### src/rtl/uart_irq_pkg.sv
// Package: shared source codes for the UART interrupt and DMA request generator.
// Assumes: code order equals priority order, 0 is the highest priority.
package uart_irq_pkg;
    localparam int NUM_SRC = 4;
    localparam int SRC_W   = $clog2(NUM_SRC);

    typedef enum logic [SRC_W-1:0] {
        SRC_ERR = 2'd0,
        SRC_RX  = 2'd1,
        SRC_BRK = 2'd2,
        SRC_TX  = 2'd3
    } irq_src_e;
endpackage

### src/rtl/uart_req_channel.sv
// Module: one data direction's request pair (interrupt plus DMA request).
// The DMA request follows the condition alone. The interrupt also needs the enable.
// An acknowledge blanks both for the next cycle.
// Assumes: ack is a single-cycle strobe, synchronous to clk.
module uart_req_channel (
    input  logic clk,
    input  logic rst_n,
    input  logic cond,
    input  logic ie,
    input  logic ack,
    output logic irq_q,
    output logic dreq_q
);
    logic live;

    // Purpose: the condition counts unless an acknowledge retires it this cycle.
    always_comb begin
        live = cond && !ack;
    end

    // Purpose: register both requests, with synchronous active-low reset.
    always_ff @(posedge clk) begin
        if (!rst_n) begin
            irq_q  <= 1'b0;
            dreq_q <= 1'b0;
        end else begin
            irq_q  <= live && ie;
            dreq_q <= live;
        end
    end

    AST_ACK_RETIRES: assert property (@(posedge clk) disable iff (!rst_n)
        ack |=> (!irq_q && !dreq_q));
    AST_IRQ_NEEDS_ENABLE: assert property (@(posedge clk) disable iff (!rst_n)
        (!ie) |=> !irq_q);
    AST_DREQ_IGNORES_ENABLE: assert property (@(posedge clk) disable iff (!rst_n)
        (cond && !ack) |=> dreq_q);
endmodule

### src/rtl/uart_status_irq.sv
// Module: registered status interrupts that share one enable (error and break group).
// Assumes: the flag inputs are already level signals from the status register.
module uart_status_irq #(
    parameter int N = 2
) (
    input  logic         clk,
    input  logic         rst_n,
    input  logic [N-1:0] flag,
    input  logic         en,
    output logic [N-1:0] irq_q
);
    for (genvar g = 0; g < N; g++) begin : g_src
        // Purpose: one registered request per status source.
        always_ff @(posedge clk) begin
            if (!rst_n) begin
                irq_q[g] <= 1'b0;
            end else begin
                irq_q[g] <= flag[g] && en;
            end
        end

        AST_MASKED_STAYS_LOW: assert property (@(posedge clk) disable iff (!rst_n)
            (!en) |=> !irq_q[g]);
    end
endmodule

### src/rtl/uart_prio_enc.sv
// Module: fixed-priority encoder. Index 0 is the highest priority.
// Assumes: req comes from registers, so the output has no path from the block inputs.
module uart_prio_enc #(
    parameter int N = 4,
    localparam int W = $clog2(N)
) (
    input  logic [N-1:0] req,
    output logic [W-1:0] code,
    output logic         vld
);
    // Purpose: scan from lowest to highest priority so the highest active one wins.
    always_comb begin
        code = '0;
        vld  = 1'b0;
        for (int i = N - 1; i >= 0; i--) begin
            if (req[i]) begin
                code = W'(i);
                vld  = 1'b1;
            end
        end
    end
endmodule

### src/rtl/uart_irq_dma_gen.sv
// Module: UART FIFO interrupt and DMA request generator (top).
// It maps serial status flags to four interrupt lines and two DMA requests,
// and reports the highest-priority active interrupt.
// Assumes: all flags and strobes are synchronous to clk. Reset is synchronous, active low.
module uart_irq_dma_gen
    import uart_irq_pkg::*;
(
    input  logic             clk,
    input  logic             rst_n,
    input  logic             tx_empty,
    input  logic             rx_full,
    input  logic             rx_ready,
    input  logic             rx_err,
    input  logic             brk_det,
    input  logic             ovr_err,
    input  logic             tx_ie,
    input  logic             rx_ie,
    input  logic             err_ie,
    input  logic             sync_mode,
    input  logic             tx_ack,
    input  logic             rx_ack,
    output logic             irq_tx,
    output logic             irq_err,
    output logic             irq_rx,
    output logic             irq_brk,
    output logic             dreq_tx,
    output logic             dreq_rx,
    output logic [SRC_W-1:0] top_src,
    output logic             top_vld
);
    logic               rx_cond;
    logic               err_en;
    logic [1:0]         stat_flag;
    logic [1:0]         stat_irq;
    logic [NUM_SRC-1:0] prio_req;

    // Purpose: form the receive condition (data ready counts in asynchronous mode only)
    // and the shared error enable.
    always_comb begin
        rx_cond   = rx_full || (rx_ready && !sync_mode);
        err_en    = rx_ie || err_ie;
        stat_flag = {brk_det || ovr_err, rx_err};
    end

    uart_req_channel u_tx (
        .clk    (clk),
        .rst_n  (rst_n),
        .cond   (tx_empty),
        .ie     (tx_ie),
        .ack    (tx_ack),
        .irq_q  (irq_tx),
        .dreq_q (dreq_tx)
    );

    uart_req_channel u_rx (
        .clk    (clk),
        .rst_n  (rst_n),
        .cond   (rx_cond),
        .ie     (rx_ie),
        .ack    (rx_ack),
        .irq_q  (irq_rx),
        .dreq_q (dreq_rx)
    );

    uart_status_irq #(.N(2)) u_stat (
        .clk   (clk),
        .rst_n (rst_n),
        .flag  (stat_flag),
        .en    (err_en),
        .irq_q (stat_irq)
    );

    // Purpose: split the status group outputs and pack the requests in priority order.
    always_comb begin
        irq_err  = stat_irq[0];
        irq_brk  = stat_irq[1];
        prio_req = '0;
        prio_req[SRC_ERR] = irq_err;
        prio_req[SRC_RX]  = irq_rx;
        prio_req[SRC_BRK] = irq_brk;
        prio_req[SRC_TX]  = irq_tx;
    end

    uart_prio_enc #(.N(NUM_SRC)) u_enc (
        .req  (prio_req),
        .code (top_src),
        .vld  (top_vld)
    );

    AST_SYNC_READY_IGNORED: assert property (@(posedge clk) disable iff (!rst_n)
        (sync_mode && !rx_full) |=> (!dreq_rx && !irq_rx));
    AST_ERR_ONLY_NO_RX: assert property (@(posedge clk) disable iff (!rst_n)
        (!rx_ie) |=> !irq_rx);
    AST_ERR_WINS: assert property (@(posedge clk) disable iff (!rst_n)
        irq_err |-> (top_vld && top_src == SRC_ERR));
    AST_TX_LOWEST: assert property (@(posedge clk) disable iff (!rst_n)
        (top_vld && top_src == SRC_TX) |-> (!irq_err && !irq_rx && !irq_brk));
    AST_BRK_SOURCE: assert property (@(posedge clk) disable iff (!rst_n)
        (!brk_det && !ovr_err) |=> !irq_brk);
endmodule

### config.mk
export PLATFORM = sky130hd
export DESIGN_NAME = uart_irq_dma_gen
export DESIGN_NICKNAME = d
export VERILOG_FILES = /design/src/rtl/uart_irq_pkg.sv /design/src/rtl/uart_req_channel.sv /design/src/rtl/uart_status_irq.sv /design/src/rtl/uart_prio_enc.sv /design/src/rtl/uart_irq_dma_gen.sv
export SDC_FILE = /design/constraint.sdc
export NUM_CORES = 1
export LEC_CHECK = 0
export ABC_CLOCK_PERIOD_IN_PS = 800
export CAP_MARGIN = 0
export CORE_AREA = 2 2 39 41
export DETAILED_ROUTE_END_ITERATION = 10
export DIE_AREA = 0 0 41 43
export GPL_TIMING_DRIVEN = 0
export PLACE_DENSITY = 0.52
export SYNTH_ARGS = -nofsm -noshare
export SYNTH_HDL_FRONTEND = slang
export SYNTH_SLANG_ARGS = --single-unit
### constraint.sdc
create_clock -name clk -period 0.8 [get_ports clk]
set_input_delay 0.12 -clock clk [delete_from_list [all_inputs] [get_ports clk]]
set_output_delay 0.12 -clock clk [all_outputs]
set_load 0.005 [all_outputs]
# Word-level counts from Yosys, hierarchy flattened
# Index checks and enable logic that the tools add are counted.
[classes] reduce_logical=13 n_mux=8
[ops] op="2-bit 2-to-1 mux" count=4
[ops] op="1-bit logical AND" count=7
[ops] op="1-bit 2-to-1 mux" count=4
[ops] op="1-bit logical NOT" count=3
[ops] op="1-bit logical OR" count=3
[totals] reg_bits=6 in_bits=14 wordCells=27 out_inout_bits=9

# Logic depth before layout (Yosys ltp)
[depth] depth_word=5 depth_mapped=2 mapped_depth_nobuf=2

# Hierarchy
# From an unflattened synthesis, not the netlist that was laid out.
[unflattened] hier_cells=23 hier_area_um2=231.5
[by_module_without_submodules] mod="uart_req_channel" n_inst=2 area_per_inst_um2=60.1 cells_per_inst=4 seq_area_each_um2=40.0
[by_module_without_submodules] mod="uart_status_irq" n_inst=1 area_per_inst_um2=52.6 cells_per_inst=4 seq_area_each_um2=40.0
[by_module_without_submodules] mod="uart_prio_enc" n_inst=1 area_per_inst_um2=35.0 cells_per_inst=7 seq_area_each_um2=0.0
[by_module_without_submodules] mod="uart_irq_dma_gen" n_inst=1 area_per_inst_um2=23.8 cells_per_inst=4 seq_area_each_um2=0.0

# Worst setup path after synthesis
# OpenSTA, ideal clock, no wires.
[synth_timing] kind="reg-to-output" startpoint="reg u_stat.irq_q[1]" endpoint="out top_src[0]" path_buffers=0 setup_slack_ps=83 required_ps=680 t_arrival_ps=597 stages_incl_launch_ff=3 path_cell_list="dfxtp_1 > nand2b_1 > a21oi_1"
[synth_between] elab_chain_cells=3
[synth_lines] item="from (decl)" line_no="uart_status_irq.sv:10" rtl="output logic [N-1:0] irq_q"
[synth_lines] item="from (signal, indexed assignment)" line_no="uart_status_irq.sv:18" rtl="irq_q[g] <= flag[g] && en;"
[synth_lines] item="2-bit 2-to-1 mux (3 in series)" line_no="uart_prio_enc.sv:16" rtl="if (req[i]) begin"
[synth_lines] item="to (decl)" line_no="uart_irq_dma_gen.sv:28" rtl="output logic [SRC_W-1:0] top_src,"
# Every way passes these cells.

# Worst setup path after layout
# Ends and elaborated chain as after synthesis.

==> results.ini <==
[status]
status = finished, violations left
failed_checks = negative setup slack

[layout]
antenna_cells = 0
fin_util_pct = 34.9
fin_nets = 67
stdcell_area_um2 = 483
syn2layout_area_growth_pct = 109
drive_gt1_share_pct = 39.2

[worst_setup_path]
startpoint_type = register
path_class = register to output port
required_ps = 680
worstPathArrival_ps = 900
end_kind = output port
crit_fanout = 3

[die]
pin_count = 23
core_mm2 = 0.00138
rows = 14
die_y_um = 43
dieArea_mm2 = 0.00176
start_util_pct = 16.7
die-width_um = 41

[route]
drt_wl_total_um = 466
vias = 252
drt_iter0_drc = 1
drt-pass1-iter-count = 4
viasPerCell = 3.76
drc = 0
routedWlPerCell_um = 6.96
postRouteAntennaNets = 0

[grt]
grt_first_pass_wirelength_um = 717
grt_overflow = 0
grt_max_degree = 5
grt_pass1_vias = 221
antenna_found_initial = 0
grt_usage_pct = 6.75

[yosys]
synth_top_cell_area_share_pct = 51.9
synthesis.instances = 26
synthAdderAreaFrac_pct = 0
synth_seq_cells = 6
synth_mux_area_share_pct = 0
synth-xor-area-share_pct = 0
yosys.area_share.simple_pct = 31.4
syn_area_um2 = 231
yosysWarnings = 0
ys_types = 12
yosys.area.top_type = dfxtp_1
synth_compound_area_share_pct = 11.9
postSynthAreaPerCell_um2 = 8.90
synth_top_family_by_area = simple AND/OR/NAND/NOR gates
synth_area_leaders = dfxtp_1 52%, nor2_1 8.1%, nand2b_4 5.9%
synth_nets = 40
synth.yosys.seq_area_share_pct = 51.9

[cts]
clkSlewWorstSetupHoldPaths_ps = 40
clockBufferDepth = 2
cts_buffers = 3
cts_sinks = 6
cts_tree = built
cts_root_buf = clkbuf_4
htree_levels = 1
cts-hold-fix-buffers = 0

[placed_design]
dp_slack_ps = -394
dpl.hpwl_um = 396
placed_cell_area_um2 = 472
routabilityCongestion = 0.580
place.port_buffers = 22

[sta]
setup_ws_ps = -217
grt_setup_unrepaired = yes
setup_violations = 7
period_minus_slack_ps = 1020
min_period_over_period_pct = 127
hold_viol_final = 0
fmax_mhz = 983
finalMaxSlewViolations = 0
slew_headroom_pct = 89.8
fin_hold_ws_ps = 192
tightest_slew_ps = 151

[worst_hold_path]
hp-class = primary input to register
holdPathStages = 3

[pwr]
p_per_area_mw_per_mm2 = 1500
p_clk_share_pct = 36.5
totalPowerFinal_mw = 0.724
p_int_mw = 0.579
pwr-share-seq_pct = 44.7
combPwrFrac_pct = 18.9
peakVddDrop_mv = 0.552
p_sw_share_pct = 20.1
netSwitchingPower_mw = 0.145
p_leak_nw = 0.233

[run]
cap_violations = 0

-- cell usage in the layout (no fill, tap or decap) --
cell | synthesis | layout
o21ai_1 | 0 | 1
nor2_2 | 0 | 1
and2_1 | 1 | 1
nand2b_1 | 2 | 1
a21oi_1 | 2 | 1
dlygate4sd2_1 | 0 | 1
dfxtp_1 | 6 | 2
and3b_1 | 1 | 1
dfxtp_2 | 0 | 3
a21oi_2 | 0 | 1
clkbuf_4 | 0 | 3
nand2b_4 | 1 | 2
buf_6 | 0 | 1
clkdlybuf4s50_1 | 0 | 12
a211oi_2 | 1 | 1
nor2_1 | 5 | 4
inv_1 | 3 | 3
dlymetal6s2s_1 | 0 | 1
dfxtp_4 | 0 | 1
nor3_1 | 1 | 1
buf_2 | 0 | 7
nand2_1 | 2 | 2
-- routing by layer --
| metal | GRT usage (%) | up-vias | share of wire [%] | wire (um) |
|---|---|---|---|---|
| met4 | 10.0 | 0 | 0 | 0 |
| met1 | 6.17 | 102 | 40 | 186 |
| met2 | 8.44 | 16 | 45 | 208 |
| met5 | 0 | - | 0 | 0 |
| met3 | 3.14 | 0 | 15 | 71 |
| li1 | - | 134 | - | - |
-- power groups by stage --
| stage | clock network (mW) | registers (mW) | logic (mW) |
|---|---|---|---|
| finish | 0.264 | 0.323 | 0.137 |
| global placement | 0 | 0.328 | 0.156 |
| global route | 0.284 | 0.325 | 0.150 |
| floorplan | 0 | 0.329 | 0.0361 |
| detailed placement | 0 | 0.328 | 0.157 |
| CTS | 0.279 | 0.323 | 0.137 |
-- area by class of cell --
cell class              instances  area (um2)
clock buffers                   3        22.5
fillers                       154         901
inverters                       3        11.3
multi-input cells              17         114
flip-flops and latches          6         128
well taps                      16        20.0
repair buffers                 22         188
-- path summary, 6_finish.rpt --
path,start,end
max,u_stat.irq_q[1],top_src[0]
min,rst_n,u_rx.dreq_q
-- through the flow --
stage,TNS (ps),std cells
after CTS,-888,67
after floorplan,0,26
after global routing,-1020,67
after global placement,-2830,64
after detailed placement,-2870,64
final,-795,67
-- critical path: stages (launching register included) --
cell	delay, ps
dfxtp_2	320
nand2b_4	130
a21oi_2	90
buf_2	120
-- cell families after synthesis --
| group | after synthesis |
|---|---|
| flops | 6 |
| simple gates | 13 |
| compound gates | 4 |
| buf+inv | 3 |
-- state kept, by name (all words and copies together) (netlist names) --
name	flops
u_rx.irq_q	1
u_rx.dreq_q	1
u_tx.dreq_q	1
u_stat.irq_q	2
u_tx.irq_q	1
-- what timing repair did --
item,CTS,global route
pin swaps,2,0
resized for setup,41,3
endpoints found under the setup margin,9,9
buffers inserted,0,0
-- synthesized netlist by cell type (all sizes together) --
cell	n
and3b	1
a21oi	2
a211oi	1
nor2	5
o21ai	1
and2	1
nand2	2
inv	3
nor3	1
dfxtp	6
nand2b	3
Power figures use the tool's default switching activity.
